[src/rtl/mode_sp_pkg.sv]
package mode_sp_pkg;
  typedef enum logic {
    MODE_THREAD  = 1'b0,
    MODE_HANDLER = 1'b1
  } exec_mode_e;

  typedef enum logic {
    SP_MAIN = 1'b0,
    SP_PROC = 1'b1
  } sp_sel_e;

  function automatic sp_sel_e pick_sp(input logic in_handler, input logic psel);
    return (!in_handler && psel) ? SP_PROC : SP_MAIN;
  endfunction
endpackage

[src/rtl/exc_nest_track.sv]
module exc_nest_track #(
  parameter int DEPTH_W = 3
) (
  input  logic clk,
  input  logic rst,
  input  logic enter,
  input  logic leave,
  output logic in_handler_q,
  output logic in_handler_nxt
);
  localparam logic [DEPTH_W-1:0] MAX_DEPTH = {DEPTH_W{1'b1}};
  localparam logic [DEPTH_W-1:0] ONE       = {{(DEPTH_W-1){1'b0}}, 1'b1};

  logic [DEPTH_W-1:0] depth_q;
  logic [DEPTH_W-1:0] depth_nxt;
  logic               inc;
  logic               dec;

  always_comb begin
    inc = enter && (depth_q != MAX_DEPTH);
    dec = leave && (depth_q != '0);
    unique case ({inc, dec})
      2'b10:   depth_nxt = depth_q + ONE;
      2'b01:   depth_nxt = depth_q - ONE;
      default: depth_nxt = depth_q;
    endcase
    in_handler_nxt = (depth_nxt != '0);
  end

  always_ff @(posedge clk) begin
    if (rst) begin
      depth_q      <= '0;
      in_handler_q <= 1'b0;
    end else begin
      depth_q      <= depth_nxt;
      in_handler_q <= in_handler_nxt;
    end
  end
endmodule

[src/rtl/priv_ctrl_reg.sv]
module priv_ctrl_reg (
  input  logic clk,
  input  logic rst,
  input  logic handler_now,
  input  logic we,
  input  logic wd_unpriv,
  input  logic wd_psel,
  output logic unpriv_q,
  output logic psel_q,
  output logic unpriv_nxt,
  output logic psel_nxt,
  output logic fault_q
);
  logic illegal;
  logic accept;

  always_comb begin
    illegal    = we && !handler_now && unpriv_q;
    accept     = we && !illegal;
    unpriv_nxt = accept ? wd_unpriv : unpriv_q;
    psel_nxt   = accept ? wd_psel   : psel_q;
  end

  always_ff @(posedge clk) begin
    if (rst) begin
      unpriv_q <= 1'b0;
      psel_q   <= 1'b0;
      fault_q  <= 1'b0;
    end else begin
      unpriv_q <= unpriv_nxt;
      psel_q   <= psel_nxt;
      fault_q  <= illegal;
    end
  end
endmodule

[src/rtl/sp_bank.sv]
module sp_bank
  import mode_sp_pkg::*;
#(
  parameter int              SP_W       = 32,
  parameter int              ALIGN_BITS = 2,
  parameter logic [SP_W-1:0] MSP_RESET  = '0,
  parameter logic [SP_W-1:0] PSP_RESET  = '0
) (
  input  logic            clk,
  input  logic            rst,
  input  logic            wr_en,
  input  sp_sel_e         wr_sel,
  input  logic [SP_W-1:0] wr_data,
  input  sp_sel_e         rd_sel_nxt,
  output logic [SP_W-1:0] rd_q
);
  localparam int              NUM_BANKS = 2;
  localparam logic [SP_W-1:0] KEEP_MASK = {{(SP_W-ALIGN_BITS){1'b1}}, {ALIGN_BITS{1'b0}}};

  logic [SP_W-1:0] aligned;
  logic [SP_W-1:0] bank_nxt [NUM_BANKS];

  assign aligned = wr_data & KEEP_MASK;

  for (genvar b = 0; b < NUM_BANKS; b++) begin : g_bank
    localparam logic [SP_W-1:0] RST_V = (b == 0) ? MSP_RESET : PSP_RESET;
    logic [SP_W-1:0] q;
    logic            hit;

    assign hit         = wr_en && (int'(wr_sel) == b);
    assign bank_nxt[b] = hit ? aligned : q;

    always_ff @(posedge clk) begin
      if (rst) q <= RST_V;
      else     q <= bank_nxt[b];
    end
  end

  always_ff @(posedge clk) begin
    if (rst) rd_q <= MSP_RESET;
    else     rd_q <= bank_nxt[int'(rd_sel_nxt)];
  end
endmodule

[src/rtl/mode_sp_unit.sv]
module mode_sp_unit
  import mode_sp_pkg::*;
#(
  parameter int              SP_W       = 32,
  parameter int              DEPTH_W    = 3,
  parameter int              ALIGN_BITS = 2,
  parameter logic [SP_W-1:0] MSP_RESET  = 32'h2000_1000,
  parameter logic [SP_W-1:0] PSP_RESET  = 32'h2000_0800
) (
  input  logic            clk,
  input  logic            rst,
  input  logic            exc_enter,
  input  logic            exc_return,
  input  logic            ctl_we,
  input  logic            ctl_unpriv,
  input  logic            ctl_psel,
  input  logic            sp_we,
  input  logic [SP_W-1:0] sp_wdata,
  output logic            mode_handler,
  output logic            priv_eff,
  output logic            sp_is_process,
  output logic [SP_W-1:0] sp_rdata,
  output logic            priv_fault
);
  logic    handler_q;
  logic    handler_nxt;
  logic    unpriv_q;
  logic    psel_q;
  logic    unpriv_nxt;
  logic    psel_nxt;
  sp_sel_e sel_now;
  sp_sel_e sel_nxt;
  logic    priv_q;
  logic    proc_q;

  exc_nest_track #(.DEPTH_W(DEPTH_W)) u_nest (
    .clk            (clk),
    .rst            (rst),
    .enter          (exc_enter),
    .leave          (exc_return),
    .in_handler_q   (handler_q),
    .in_handler_nxt (handler_nxt)
  );

  priv_ctrl_reg u_ctrl (
    .clk         (clk),
    .rst         (rst),
    .handler_now (handler_q),
    .we          (ctl_we),
    .wd_unpriv   (ctl_unpriv),
    .wd_psel     (ctl_psel),
    .unpriv_q    (unpriv_q),
    .psel_q      (psel_q),
    .unpriv_nxt  (unpriv_nxt),
    .psel_nxt    (psel_nxt),
    .fault_q     (priv_fault)
  );

  assign sel_now = pick_sp(handler_q, psel_q);
  assign sel_nxt = pick_sp(handler_nxt, psel_nxt);

  sp_bank #(
    .SP_W       (SP_W),
    .ALIGN_BITS (ALIGN_BITS),
    .MSP_RESET  (MSP_RESET),
    .PSP_RESET  (PSP_RESET)
  ) u_bank (
    .clk        (clk),
    .rst        (rst),
    .wr_en      (sp_we),
    .wr_sel     (sel_now),
    .wr_data    (sp_wdata),
    .rd_sel_nxt (sel_nxt),
    .rd_q       (sp_rdata)
  );

  always_ff @(posedge clk) begin
    if (rst) begin
      priv_q <= 1'b1;
      proc_q <= 1'b0;
    end else begin
      priv_q <= handler_nxt || !unpriv_nxt;
      proc_q <= (sel_nxt == SP_PROC);
    end
  end

  assign mode_handler  = handler_q;
  assign priv_eff      = priv_q;
  assign sp_is_process = proc_q;
endmodule

[config.mk]
export PLATFORM = sky130hd
export DESIGN_NAME = mode_sp_unit
export DESIGN_NICKNAME = d
export VERILOG_FILES = /design/src/rtl/mode_sp_pkg.sv /design/src/rtl/exc_nest_track.sv /design/src/rtl/priv_ctrl_reg.sv /design/src/rtl/sp_bank.sv /design/src/rtl/mode_sp_unit.sv
export SDC_FILE = /design/constraint.sdc
export NUM_CORES = 1
export LEC_CHECK = 0
export ABC_AREA = 0
export CORE_MARGIN = 2
export CORE_UTILIZATION = 50
export DETAILED_ROUTE_END_ITERATION = 8
export DONT_BUFFER_PORTS = 1
export PLACE_DENSITY = 0.62
export SLEW_MARGIN = 0
export SYNTH_ARGS = -nofsm -noshare
export SYNTH_HDL_FRONTEND = slang
export SYNTH_SLANG_ARGS = --single-unit
export TNS_END_PERCENT = 1
[constraint.sdc]
create_clock -name clk -period 2.9 [get_ports clk]
set_input_delay 0.435 -clock clk [delete_from_list [all_inputs] [get_ports clk]]
set_output_delay 0.435 -clock clk [all_outputs]
set_load 0.02 [all_outputs]
==> results list, run 1 <==
- For this block, the routed nets add up to 7230 um of wire.
- Portion of total power attributed to the clock network: a little under 30%
- The analysis attributes to net switching a power of approximately 1 mW.
- Fin nets: ~420
* Fin util: 56.7%
- Number of buffers between clock root and the deepest sink: 2
- IR analysis of the VDD net gives a maximum drop of 0.465 mV.
- The run finished with clean final reports.
- Arrival time worst endpoint: between 3 and 4 ns
- Via count of the first global-routing pass: 2,410
* Total number of vias: 2,462
- Cells on worst reg2reg path: 8
- After synthesis, the netlist uses 39 different library cells.
* Total standard cell area after synthesis: ~3700 um2
- After synthesis the netlist holds a flip-flop and latch count of 105.
* Critical path data required time: between 3 and 4 ns
- Chip Height: about 90 um
* Reg-to-reg critical path startpoint: u_nest.depth_q[1]$_SDFF_PP0_
* Core area: slightly above 7000 um2
- Lkg Pwr: between 1.5 and 2 nW
* Hold/Removal Path Class: input port to flip-flop
* Antenna fix cells: 0
- The Yosys step of the flow raised 0 warnings.
* Fraction of layout cells with a size suffix above 1: between 15 and 20%
* Reg2reg setup slack: 0.15 ns
- Clock latency on the worst-skew pair: ~0.36 ns
* CTS clock-pin slew for the worst setup and hold paths: 0.09 ns
- Of the total power, the share spent switching nets is 28.8%.
- Total die area: 8080 um2
* Final Hold Fails: 0
- CTS tree: built
- Min-Delay Startpoint: rst
* End point of the most critical hold path: u_bank.g_bank[1].q[9]$_SDFF_PP0_
- Using the TritonRoute via totals, the vias-per-cell ratio works out to between 5 and 6.
- For this run the aggregate overflow at the end of global routing stands at 0.
- First-pass GRT wire length: between 10,000 and 15,000 um
* Category of the worst setup path launch point: flip-flop
- PnR worst setup slack: between 0.1 and 0.15 ns
- STA classifies the critical path endpoint as a flip-flop.
- Initial standard-cell utilization of the core: 51.1%
- Sequential elements use a little under three fifths of the synthesized area.
- Counting every net in the synthesized netlist gives between 400 and 500.
- Final hold analysis gives a worst-case slack of 0.147 ns.
- The floorplan has 31 rows.
- Post-detailed-route DRC marker count: 0
- Unrepaired setup endpoints after global routing: no
- Setup-violating endpoint count in the final report: 0
* Number of iterations in the first detailed-routing pass: 4
* Total power: 3.42 mW
- The HPWL after detailed placement is between 4000 and 5000 um.
- The endpoint identified for the worst register-to-register timing path is u_bank.rd_q[15]$_SDFF_PP0_.
* Crit Path Category: flip-flop to flip-flop
- Combinational group share of total power: 18.1%
- Cell count after placement: 457
- After the first detailed-routing iteration, the DRC count stood at about 110.
- Area Overhead vs Synth: 10.9%
* Layout filler cell count: about 670
- After routing the design area is about 4100 um2.
- Combined global-route utilization of all metal layers: between 10% and 20%
- During placement, the flow inserted port buffers numbering 0.
- Final critical path time including I/O delays and setup: 2.75 ns
- Dividing total power by cell area gives a power density of between 800 and 900 nW/um2.
* Average size of a mapped cell: approximately 9.9 um2
- Clock tree synthesis found a total of 105 sinks.
* Final Skew: ~0.0093 ns
- Avg WL per Cell: about 15 um
- The count of final max-slew check failures was 0.
- At the pin with the least slew margin, the transition time is about 0.36 ns.
- Final TNS setup: 0 ns
- Count of maximum capacitance violations: 0
* Number of cells on the worst hold path: 1
- Once layout is complete, the cells apart from fillers number 480.
- The cell sitting at the root of the clock tree is a sky130_fd_sc_hd__clkbuf_8.
- TritonCTS Buffers: 9
* Die width: approximately 90 um
- The number of antenna violations at the first check in global routing was 0.
- Sequential share of power: a little over half
- Synthesis handed over a netlist of about 370 instances.
- Placed Instance Area: around 3800 um2
* Post-placement worst setup slack: 0.116 ns
* Routability-driven placement congestion ratio: approximately 0.68
- Internal: 2.44 mW
- In this run the number of H-tree levels came out at 3.
- Static timing analysis puts the maximum clock frequency at between 0.3 and 0.4 GHz.
- Once detail routing completed, the nets flagged for antenna violations numbered 0.
- Number of top-level design ports: 76
- In this run the worst path has a maximum fanout of 15.
* Pin count of the biggest net entering global routing: 73
* Remaining max-slew budget at the tightest pin: around three quarters
- Post-route fraction of the period consumed by the critical path: a little over nine tenths
layout make-up:
| cell class | count | area, um2 | area share, % |
|---|---|---|---|
| Tap cell | 99 | 124 | 3.03 |
| Clock buffer | 12 | 155 | 3.79 |
| Multi-Input combinational cell | 241 | 1460 | 35.8 |
| Clock inverter | 4 | 75.1 | 1.84 |
| Sequential cell | 105 | 2100 | 51.4 |
| Timing Repair Buffer | 16 | 158 | 3.86 |
| Inverter | 3 | 11.3 | 0.275 |
worst max-delay path by stage:
stage	endpoint	from	slack [ns]	cells past startpoint
final	u_bank.rd_q[15]$_SDFF_PP0_	u_nest.depth_q[1]$_SDFF_PP0_	0.15	8
after global routing	u_bank.rd_q[31]$_SDFF_PP0_	u_nest.depth_q[1]$_SDFF_PP0_	0.03	8
after CTS	u_bank.rd_q[1]$_SDFF_PP0_	u_nest.depth_q[1]$_SDFF_PP0_	0.1	9
after detailed placement	u_bank.rd_q[22]$_SDFF_PP0_	u_nest.depth_q[1]$_SDFF_PP0_	0.12	9
after global placement	u_bank.rd_q[22]$_SDFF_PP0_	u_nest.depth_q[1]$_SDFF_PP0_	0.14	9
after floorplan	u_bank.rd_q[13]$_SDFF_PP0_	u_nest.depth_q[0]$_SDFF_PP0_	0.32	8
cell families (layout without fill, tap and decap cells):
family,after synthesis,in the layout,synth area share (%)
simple gates,137,137,15.9
flops,105,105,57.0
compound gates,67,67,12.4
mux,33,33,9.57
buf+inv,27,35,3.77
fa+ha+maj,2,2,0.882
xor+xnor,2,2,0.475
registers in the layout (all words and copies together) (netlist names):
name,count
u_nest.in_handler_q,1
u_bank.g_bank.q,64
u_ctrl.unpriv_q,1
u_ctrl.fault_q,1
u_nest.depth_q,3
u_ctrl.psel_q,1
sp_is_process,1
u_bank.rd_q,32
priv_eff,1
cells in the final DEF, fill, tap and decap left out, types with 2 or more instances in the layout:
cell type	count
sky130_fd_sc_hd__a21oi_1	47
sky130_fd_sc_hd__a2bb2oi_1	5
sky130_fd_sc_hd__a2bb2oi_2	7
sky130_fd_sc_hd__buf_12	3
sky130_fd_sc_hd__buf_4	13
sky130_fd_sc_hd__bufinv_16	2
sky130_fd_sc_hd__clkbuf_8	11
sky130_fd_sc_hd__clkinvlp_4	2
sky130_fd_sc_hd__dfxtp_1	105
sky130_fd_sc_hd__inv_1	3
sky130_fd_sc_hd__mux2_1	2
sky130_fd_sc_hd__mux2_2	16
sky130_fd_sc_hd__mux2i_1	15
sky130_fd_sc_hd__nand2_1	98
sky130_fd_sc_hd__nand2b_1	5
sky130_fd_sc_hd__nand3_1	2
sky130_fd_sc_hd__nor2_1	17
sky130_fd_sc_hd__nor2b_1	2
sky130_fd_sc_hd__nor3b_1	5
Yosys cell counts:
| library cell | number | area [um2] |
|---|---|---|
| sky130_fd_sc_hd__buf_6 | 1 | 11.3 |
| sky130_fd_sc_hd__nor2_2 | 1 | 6.26 |
| sky130_fd_sc_hd__fa_1 | 1 | 20.0 |
| sky130_fd_sc_hd__nor3b_1 | 6 | 45.0 |
| sky130_fd_sc_hd__mux2_2 | 16 | 180 |
| sky130_fd_sc_hd__a2bb2oi_1 | 5 | 43.8 |
| sky130_fd_sc_hd__o21ai_1 | 1 | 5.00 |
| sky130_fd_sc_hd__nand2b_1 | 5 | 31.3 |
| sky130_fd_sc_hd__and2_1 | 1 | 6.26 |
| sky130_fd_sc_hd__nand3_1 | 2 | 10.0 |
| sky130_fd_sc_hd__a21oi_1 | 47 | 235 |
| sky130_fd_sc_hd__a22oi_1 | 1 | 7.51 |
| sky130_fd_sc_hd__ha_1 | 1 | 12.5 |
| sky130_fd_sc_hd__o21ai_0 | 1 | 5.00 |
| sky130_fd_sc_hd__nor2b_1 | 2 | 12.5 |
| sky130_fd_sc_hd__and2b_4 | 1 | 10.0 |
| sky130_fd_sc_hd__o21a_1 | 1 | 7.51 |
| sky130_fd_sc_hd__nand2_1 | 98 | 368 |
| sky130_fd_sc_hd__buf_8 | 1 | 15.0 |
| sky130_fd_sc_hd__nor4b_2 | 1 | 15.0 |
| sky130_fd_sc_hd__clkbuf_1 | 10 | 37.5 |
| sky130_fd_sc_hd__buf_1 | 1 | 3.75 |
| sky130_fd_sc_hd__a211oi_4 | 1 | 20.0 |
| sky130_fd_sc_hd__or2_1 | 1 | 6.26 |
| sky130_fd_sc_hd__mux2_1 | 2 | 22.5 |
| sky130_fd_sc_hd__o31a_1 | 1 | 8.76 |
| sky130_fd_sc_hd__or2b_1 | 1 | 7.51 |
| sky130_fd_sc_hd__nor3_1 | 1 | 5.00 |
| sky130_fd_sc_hd__nor2_1 | 17 | 63.8 |
| sky130_fd_sc_hd__o2bb2ai_1 | 1 | 8.76 |
| sky130_fd_sc_hd__xnor2_1 | 1 | 8.76 |
| sky130_fd_sc_hd__buf_2 | 9 | 45.0 |
| sky130_fd_sc_hd__dfxtp_1 | 105 | 2100 |
| sky130_fd_sc_hd__a2bb2oi_2 | 7 | 105 |
| sky130_fd_sc_hd__a21bo_2 | 1 | 10.0 |
| sky130_fd_sc_hd__xor2_1 | 1 | 8.76 |
| sky130_fd_sc_hd__inv_1 | 3 | 11.3 |
| sky130_fd_sc_hd__mux2i_1 | 15 | 150 |
| sky130_fd_sc_hd__buf_4 | 2 | 15.0 |
worst max-delay path, cell delays in order (launching register included):
cell,delay [ns]
sky130_fd_sc_hd__dfxtp_1,0.37
sky130_fd_sc_hd__o31a_1,0.30
sky130_fd_sc_hd__ha_1,0.25
sky130_fd_sc_hd__fa_1,0.49
sky130_fd_sc_hd__nor3b_2,0.18
sky130_fd_sc_hd__o2bb2ai_1,0.15
sky130_fd_sc_hd__a211oi_4,0.24
sky130_fd_sc_hd__buf_4,0.30
sky130_fd_sc_hd__mux2_2,0.37
power by group through the flow:
stage          Combinational (mW)  Sequential (mW)  Clock (mW)
2_1_floorplan               0.450             1.81           0
3_3_place_gp                0.535             1.82           0
3_5_place_dp                0.544             1.82           0
4_1_cts                     0.548             1.79        1.04
5_1_grt                     0.683             1.81        1.09
6_report                    0.619             1.79        1.01
layer usage:
layer / vias up / part of all wire [%] / track usage (%) / wire (um)
met1: 1158 / 45 / 22.1 / 3270
met4: 0 / 1.6 / 8.46 / 115
met5: - / 0 / 0 / 0
met3: 9 / 5.4 / 5.20 / 389
li1: 1232 / - / - / -
met2: 63 / 48 / 30.4 / 3460
what timing repair did:
item / in CTS / in global routing
endpoints found under the setup margin: 0 / 28
buffers inserted: 0 / 7
hold buffers: 0 / 0
resized for setup: 0 / 3
Power figures use the tool's default switching activity.
==> inputs of run 2 (changes only) <==
--- a/config.mk
+++ b/config.mk
@@ -6,7 +6,6 @@
 export NUM_CORES = 1
 export LEC_CHECK = 0
 export ABC_AREA = 0
-export CORE_MARGIN = 2
 export CORE_UTILIZATION = 50
 export DETAILED_ROUTE_END_ITERATION = 8
 export DONT_BUFFER_PORTS = 1
==> constraint.sdc (replaced) <==
create_clock -name clk -period 3.2 [get_ports clk]
set_input_delay 0.48 -clock clk [delete_from_list [all_inputs] [get_ports clk]]
set_output_delay 0.48 -clock clk [all_outputs]
set_load 0.02 [all_outputs]
==> run 2 against run 1 <==
Count of clock-buffer cells in the layout decreased by 3. Via count decreased by 1.1%. Global-route usage increased by 0.71 points. Sequential cell count unchanged. Routed wire length decreased by 5.1%. Largest cell class unchanged. Critical path depth unchanged. Clock power decreased by 11%. Sequential power decreased by 9%.
==> results list, run 2 (synthesized netlist as in run 1, its figures left out) <==
* CP max FO: 15 (unchanged)
* Initial standard-cell utilization of the core: 53.1% (+2.0 points)
- Cell row count: 30 (-3.2%)
- The worst register-to-register path begins at u_nest.depth_q[0]$_SDFF_PP0_.
* Number of nets with antenna violations after routing: 0 (unchanged)
- Worst Tran Pin Value: 0.755 ns (+0.393 ns)
* CTS clock-pin slew for the worst setup and hold paths: 0.10 ns (about the same)
* Final Skew: 0.00898 ns (-0.000334 ns)
- Counting flops per register, the top entry is u_bank.g_bank.q.
- The number of antenna violations at the first check in global routing is 0 (unchanged).
* Number of iterations in the first detailed-routing pass: 4 (unchanged)
* Top Registers: u_bank.g_bank.q x64, u_bank.rd_q x32, u_nest.depth_q x3
- The global placer's final weighted congestion was 0.671 (-0.89%).
- Chip Height: 87.9 um (-2.2%)
- The total of hold buffers inserted after clock tree synthesis is 0 (unchanged).
- Reg2reg setup slack: 0.29 ns (+0.14 ns)
- The largest buffer count on any clock path was 2 (unchanged).
* Root buffer cell: sky130_fd_sc_hd__clkbuf_8
- The critical path ends at u_bank.rd_q[11]$_SDFF_PP0_.
- The number of flip-flops under the largest register name came to 64 (unchanged).
* RR Endpoint: u_bank.rd_q[11]$_SDFF_PP0_
- Sequential share of power: 54.2% (+1.9 points)
* Cells on worst reg2reg path: 8 (unchanged)
- Count of maximum capacitance violations: 0 (unchanged)
* Critical path data required time: 3.48 ns (+0.33 ns)
- In this run the worst hold path is classified as input port to flip-flop.
- The count of buffers inserted at the top-level ports was 0 (unchanged).
* Final critical path time including I/O delays and setup: 2.91 ns (+0.156 ns)
* Final Hold Fails: 0 (unchanged)
- Area Overhead vs Synth: 7.80%
- The via count of the first global-routing pass was 2,321 (-3.7%).
- Post-detailed-route DRC marker count: 0 (unchanged)
- Remaining max-slew budget at the tightest pin: 49.6% (-26 points)
- Leaving out fill and tap cells, the most frequent cells in the layout are sky130_fd_sc_hd__dfxtp_1 (105), sky130_fd_sc_hd__nand2_1 (98), sky130_fd_sc_hd__a21oi_1 (47).
- The share of total power in the clock network is 29.8% (+0.2 points).
- TritonCTS Buffers: 9 (unchanged)
- The flip-flop and latch area came to 2100 um2 (unchanged).
* Crit. End Element: flip-flop
- The maximum ir drop on the vdd rail is 0.456 mV (-1.9%).
- The multi-input combinational cell area is 1450 um2 (-1.2%).
- Switching Fraction: 29.3% (+0.56 points)
- The total negative setup slack came to 0 ns (unchanged).
- Clock latency on the worst-skew pair: 0.35 ns (about the same)
* Number of top-level design ports: 76 (unchanged)
* Critical path startpoint: u_nest.depth_q[0]$_SDFF_PP0_
* Combined global-route utilization of all metal layers: 19.0% (+0.71 points)
* Finished Layout Cells: 469 (-2.3%)
- Pin count of the biggest net entering global routing: 73 (unchanged)
- Avg WL per Cell: 14.6 um (-2.9%)
- TritonCTS built the clock tree.
* First-pass GRT wire length: 11,200 um (-5.1%)
- Critical-path cell list: o31a_1 -> ha_1 -> fa_1 -> xnor2_1 -> nor3_1 -> a211oi_4 -> and2b_4 -> a2bb2oi_1
* Fraction of layout cells with a size suffix above 1: 13.9% (-2.3 points)
- First-iteration detailed-routing DRC count: 54 (-49%)
- Worst stage delay on the critical path: 0.47 ns (-0.02 ns)
- Fin nets: 410 (-1.9%)
- Routed via count divided by cell count: 5.19 (+1.3%)
- The antenna cell count was 0 (unchanged).
- The final count of negative-setup-slack endpoints came to 0 (unchanged).
* Max-slew violation count: 0 (unchanged)
- Category of the worst setup path launch point: flip-flop
- The final HPWL from detailed placement came to 4310 um (+0.88%).
- The total power density per cell area was 756 nW/um2 (-9.7%).
- Setup repair after global routing left no endpoint under its margin.
- Die width: 87.9 um (-2.2%)
* Library cell contributing the largest single delay on the critical path: sky130_fd_sc_hd__a211oi_4
* Maximum clock frequency: 0.344 GHz (-5.4%)
- The count of fill cells added during filler insertion came to 627 (-6.7%).
* Resize count post-CTS: 0 (unchanged)
- The critical path arrival is 3.19 ns (+0.18 ns).
* Sink count of the clock tree: 105 (unchanged)
- The internal portion of total power was 2.12 mW (-13%).
- Final WL: 6860 um (-5.1%)
* Core area: 6940 um2 (-3.7%)
- Commonest non-fill, non-tap cell in the layout: sky130_fd_sc_hd__dfxtp_1
- Post-CTS setup-driven buffer insertion count: 0 (unchanged)
- Total number of vias: 2,436 (-1.1%)
* Maximum level of the CTS H-tree: 3 (unchanged)
- The total instance count after detailed placement was 453 (-0.88%).
* Total die area: 7720 um2 (-4.4%)
- Run status: completed
* Overflow left after global routing: 0 (unchanged)
- Total power: 3.00 mW (-12%)
* Lkg Pwr: 1.53 nW (-3.2%)
* Crit Path Category: flip-flop to flip-flop
* Combinational group share of total power: 16.0% (-2.1 points)
- Switching power: 0.881 mW (-11%)
- The period utilization was 90.9% (-4.0 points).
[run 2: cell type report]
cell class | count | area share, %
well taps | 96 | 3.02
clock buffers | 9 | 3.12
flip-flops and latches | 105 | 52.9
inverters | 3 | 0.283
clock inverters | 7 | 2.49
multi-input cells | 241 | 36.4
repair buffers | 8 | 1.83
[run 2: layer usage]
layer | vias to the layer above | track usage, % | wire length (um)
met5 | - | 0 | 0
met3 | 9 | 4.71 | 425
met2 | 55 | 29.5 | 3140
met1 | 1148 | 25.5 | 3200
li1 | 1224 | - | -
met4 | 0 | 7.60 | 104
[run 2: stage by stage]
step / instance area (um2) / hold slack, ns / utilization, % / setup WS [ns]
final: 3980 / 0.193 / 57.2 / 0.291
after global routing: 3980 / 0.168 / 57.2 / 0.0326
after CTS: 3980 / 0.174 / 57.2 / 0.256
after detailed placement: 3750 / 0.440 / 54.0 / 0.275
after global placement: 3750 / 0.435 / 54.0 / 0.294
after floorplan: 3690 / 0.430 / - / 0.622
[run 2: power groups by stage]
stage / Clock [mW] / Sequential, mW / Combinational [mW]
after detailed placement: 0 / 1.66 / 0.486
after global routing: 0.978 / 1.65 / 0.538
after global placement: 0 / 1.66 / 0.481
after CTS: 0.919 / 1.63 / 0.490
after floorplan: 0 / 1.64 / 0.408
final: 0.894 / 1.63 / 0.480
[run 2: worst min-delay path by stage]
stage / cells after the start / endpoint / slack (ns) / start
floorplan: 2 / u_bank.rd_q[0]$_SDFF_PP0_ / 0.43 / u_bank.g_bank[1].q[0]$_SDFF_PP0_
global placement: 2 / u_bank.g_bank[1].q[17]$_SDFF_PP0_ / 0.44 / u_bank.g_bank[1].q[17]$_SDFF_PP0_
detailed placement: 2 / u_bank.g_bank[0].q[16]$_SDFF_PP0_ / 0.44 / u_bank.g_bank[0].q[16]$_SDFF_PP0_
CTS: 1 / u_bank.g_bank[1].q[21]$_SDFF_PP0_ / 0.17 / rst
global route: 1 / u_bank.g_bank[0].q[16]$_SDFF_PP0_ / 0.17 / rst
finish: 1 / u_bank.g_bank[1].q[13]$_SDFF_PP0_ / 0.19 / rst
[run 2: critical path: cells and delay by family, from the launching register on]
family / cells / cell delay (ns)
AOI/OAI and AO/OA: 3 / 1.00
adders and majority gates: 2 / 0.61
and+or+nand+nor: 2 / 0.56
DFF: 1 / 0.39
xor gates and xnor gates: 1 / 0.27
==> inputs of run 3 (changes only) <==
==> constraint.sdc (replaced) <==
create_clock -name clk -period 3.51 [get_ports clk]
set_input_delay 0.5265 -clock clk [delete_from_list [all_inputs] [get_ports clk]]
set_output_delay 0.5265 -clock clk [all_outputs]
set_load 0.02 [all_outputs]
==> run 3 against run 2 <==
Hold slack gained 0.034 ns. First-iteration DRC count grew 76%. Global-route usage grew 0.54 points. Maximum frequency grew 3.3%. Die area is the same. Largest power group unchanged. Sequential cell count is the same. Total power shrank 11%. Combinational power shrank 11%.
==> results list, run 3 (synthesized netlist as in run 1, its figures left out) <==
- Top register by number of flip-flops: u_bank.g_bank.q
- Area Overhead vs Synth: 6.92%
- Maximum level of the CTS H-tree: 3 (unchanged)
- Among all stages on the critical path, the largest delay is contributed by sky130_fd_sc_hd__dfxtp_1.
- First-iteration detailed-routing DRC count: 95 (+76%)
- The clock sink count was 105 (unchanged).
- The maximum ir drop on the vdd rail was 0.254 mV (-44%).
- The number of rows in the core area was 30 (unchanged).
- The share of post-route cells with drive strength above 1 was 13.7% (-0.23 points).
- The post-CTS setup buffer count came to 0 (unchanged).
- Max-slew violation count: 0 (unchanged)
- Avg WL per Cell: 14.9 um (+2.1%)
* Resize count post-CTS: 0 (unchanged)
* Number of nets with antenna violations after routing: 0 (unchanged)
- The global placer's final weighted congestion was 0.708 (+5.5%).
- The worst-margin pin slew was 1.10 ns (+0.342 ns).
- Number of cells on the worst hold path: 1 (unchanged)
- The total of hold buffers inserted after clock tree synthesis is 0 (unchanged).
- PnR worst setup slack: 0.692 ns (+0.402 ns)
* Crit. End Element: flip-flop
- The number of DRC violations after detailed routing was 0 (unchanged).
* Hold/Removal Path Class: input port to flip-flop
- The detail-routed via count per cell came to 5.16 (-0.65%).
- The flow ran to the end, and the final reports show no timing, DRC or antenna violations.
* Chip Height: 87.9 um (unchanged)
- Setup repair after global routing left no endpoint under its margin.
* First-pass GRT wire length: 11,400 um (+1.5%)
- Lkg Pwr: 1.52 nW (-0.60%)
- The horizontal extent of the die came to 87.9 um (unchanged).
* Final critical path time including I/O delays and setup: 2.82 ns (-0.0917 ns)
- The worst clock skew came to 0.0138 ns (+0.00484 ns).
* Pin count of the biggest net entering global routing: 73 (unchanged)
* Remaining max-slew budget at the tightest pin: 26.7% (-23 points)
- Overflow left after global routing: 0 (unchanged)
- CTS tree: built
- CTS placed an instance of sky130_fd_sc_hd__clkbuf_8 at the clock tree root.
- Power density of the placed cells: 681 nW/um2 (-9.9%)
- CTS clock-pin slew for the worst setup and hold paths: 0.10 ns (about the same)
* Final Hold Fails: 0 (unchanged)
* Hold slack: 0.227 ns (+0.0342 ns)
- Number of buffers between clock root and the deepest sink: 2 (unchanged)
* Via count of the first global-routing pass: 2,372 (+2.2%)
- The total iterations of the first detailed-routing run is 4 (unchanged).
* Final WL: 6990 um (+1.9%)
- The total negative setup slack is 0 ns (unchanged).
* Combined global-route utilization of all metal layers: 19.6% (+0.54 points)
- Clock latency on the worst-skew pair: 0.37 ns (+0.02 ns)
- The kind of cell with the highest combined delay along the critical path is compound AO/OA/AOI/OAI gates.
- The post-layout net count is 409 (-0.24%).
- The critical path is of the flip-flop to flip-flop type.
- The total instance count after detailed placement came to 452 (-0.22%).
- Setup-violating endpoint count in the final report: 0 (unchanged)
- Walking the worst path, the cells encountered are o31a_1 -> ha_1 -> fa_1 -> xnor2_1 -> nor3_1 -> a211oi_4 -> buf_4 -> mux2_2.
- Total number of vias: 2,415 (-0.86%)
- Commonest non-fill, non-tap cell in the layout: sky130_fd_sc_hd__dfxtp_1
* Category of the worst setup path launch point: flip-flop
- The post-placement worst setup slack came to 0.672 ns (+0.397 ns).
- The number of antenna violations at the first check in global routing came to 0 (unchanged).
* Total die area: 7720 um2 (unchanged)
* Arrival time worst endpoint: 3.08 ns (-0.11 ns)
- The number of max-cap violations was 0 (unchanged).
* Bufs and invs on worst path: 1 (+1)
* TritonCTS Buffers: 9 (unchanged)
- The number of logic stages on the critical path including buffering was 8 (unchanged).
- Top Registers: u_bank.g_bank.q x64, u_bank.rd_q x32, u_nest.depth_q x3
- The length in cells of the worst reg-to-reg path was 8 (unchanged).
- The count of buffers inserted at the top-level ports is 0 (unchanged).
- The count of non-filler cells in the finished layout was 468 (-0.21%).
- CP max FO: 11 (-4)
- Core area: 6940 um2 (unchanged)
* Worst stage delay on the critical path: 0.38 ns (-0.09 ns)
- Number of top-level design ports: 76 (unchanged)
* Maximum clock frequency: 0.355 GHz (+3.3%)
* Post-route fraction of the period consumed by the critical path: 80.3% (-11 points)
- The initial core utilization was 53.1% (unchanged).
* Antenna fix cells: 0 (unchanged)
- Commonest cells after routing, fill and taps aside: sky130_fd_sc_hd__dfxtp_1 (105), sky130_fd_sc_hd__nand2_1 (98), sky130_fd_sc_hd__a21oi_1 (47)
* Critical path data required time: 3.77 ns (+0.29 ns)
- The number of flip-flops under the largest register name came to 64 (unchanged).
* Detail Placement HPWL: 4270 um (-0.96%)
[run 3: cell count changes in the layout (fill, tap and decap cells not counted)]
cell / change
sky130_fd_sc_hd__clkinvlp_4: -1
sky130_fd_sc_hd__inv_8: +1
sky130_fd_sc_hd__inv_6: -1
sky130_fd_sc_hd__bufinv_16: -1
sky130_fd_sc_hd__clkbuf_8: +1
sky130_fd_sc_hd__buf_12: -1
sky130_fd_sc_hd__clkinv_4: +1
[run 3: final timing paths]
| check | startpoint | to | slack (ns) |
|---|---|---|---|
| max | u_nest.depth_q[0]$_SDFF_PP0_ | u_bank.rd_q[8]$_SDFF_PP0_ | 0.69 |
| max reg2reg | u_nest.depth_q[0]$_SDFF_PP0_ | u_bank.rd_q[8]$_SDFF_PP0_ | 0.69 |
| min reg2reg | u_bank.g_bank[0].q[10]$_SDFF_PP0_ | u_bank.g_bank[0].q[10]$_SDFF_PP0_ | 0.45 |
| min | rst | u_bank.g_bank[1].q[7]$_SDFF_PP0_ | 0.23 |
[run 3: area by class of cell]
cell class,instances,area (um2)
multi-input cells,241,1450
clock inverters,6,72.6
fillers,644,3000
well taps,96,120
repair buffers,7,52.6
inverters,3,11.3
clock buffers,10,138
flip-flops and latches,105,2100
[run 3: per-layer routing]
layer,part of all wire (%),track usage [%],vias up
met5,0,0,-
met3,5.6,5.00,10
met4,1.7,8.05,0
met2,48,32.0,52
li1,-,-,1214
met1,44,24.7,1139
[run 3: power breakdown]
| part | total [mW] | switching (mW) | internal [mW] | leakage [nW] |
|---|---|---|---|---|
| Combinational | 0.428 | 0.234 | 0.194 | 0.549 |
| Sequential | 1.48 | 0.162 | 1.32 | 0.859 |
| Clock | 0.772 | 0.413 | 0.359 | 0.109 |
| Total | 2.68 | 0.809 | 1.88 | 1.52 |
[run 3: through the flow]
step / cell area (um2) / util [%] / power (mW)
final: 3940 / 56.8 / 2.68
after global routing: 3940 / 56.8 / 2.82
after CTS: 3940 / 56.8 / 2.72
after detailed placement: 3730 / 53.7 / 1.94
after global placement: 3730 / 53.7 / 1.94
after floorplan: 3690 / - / 1.87
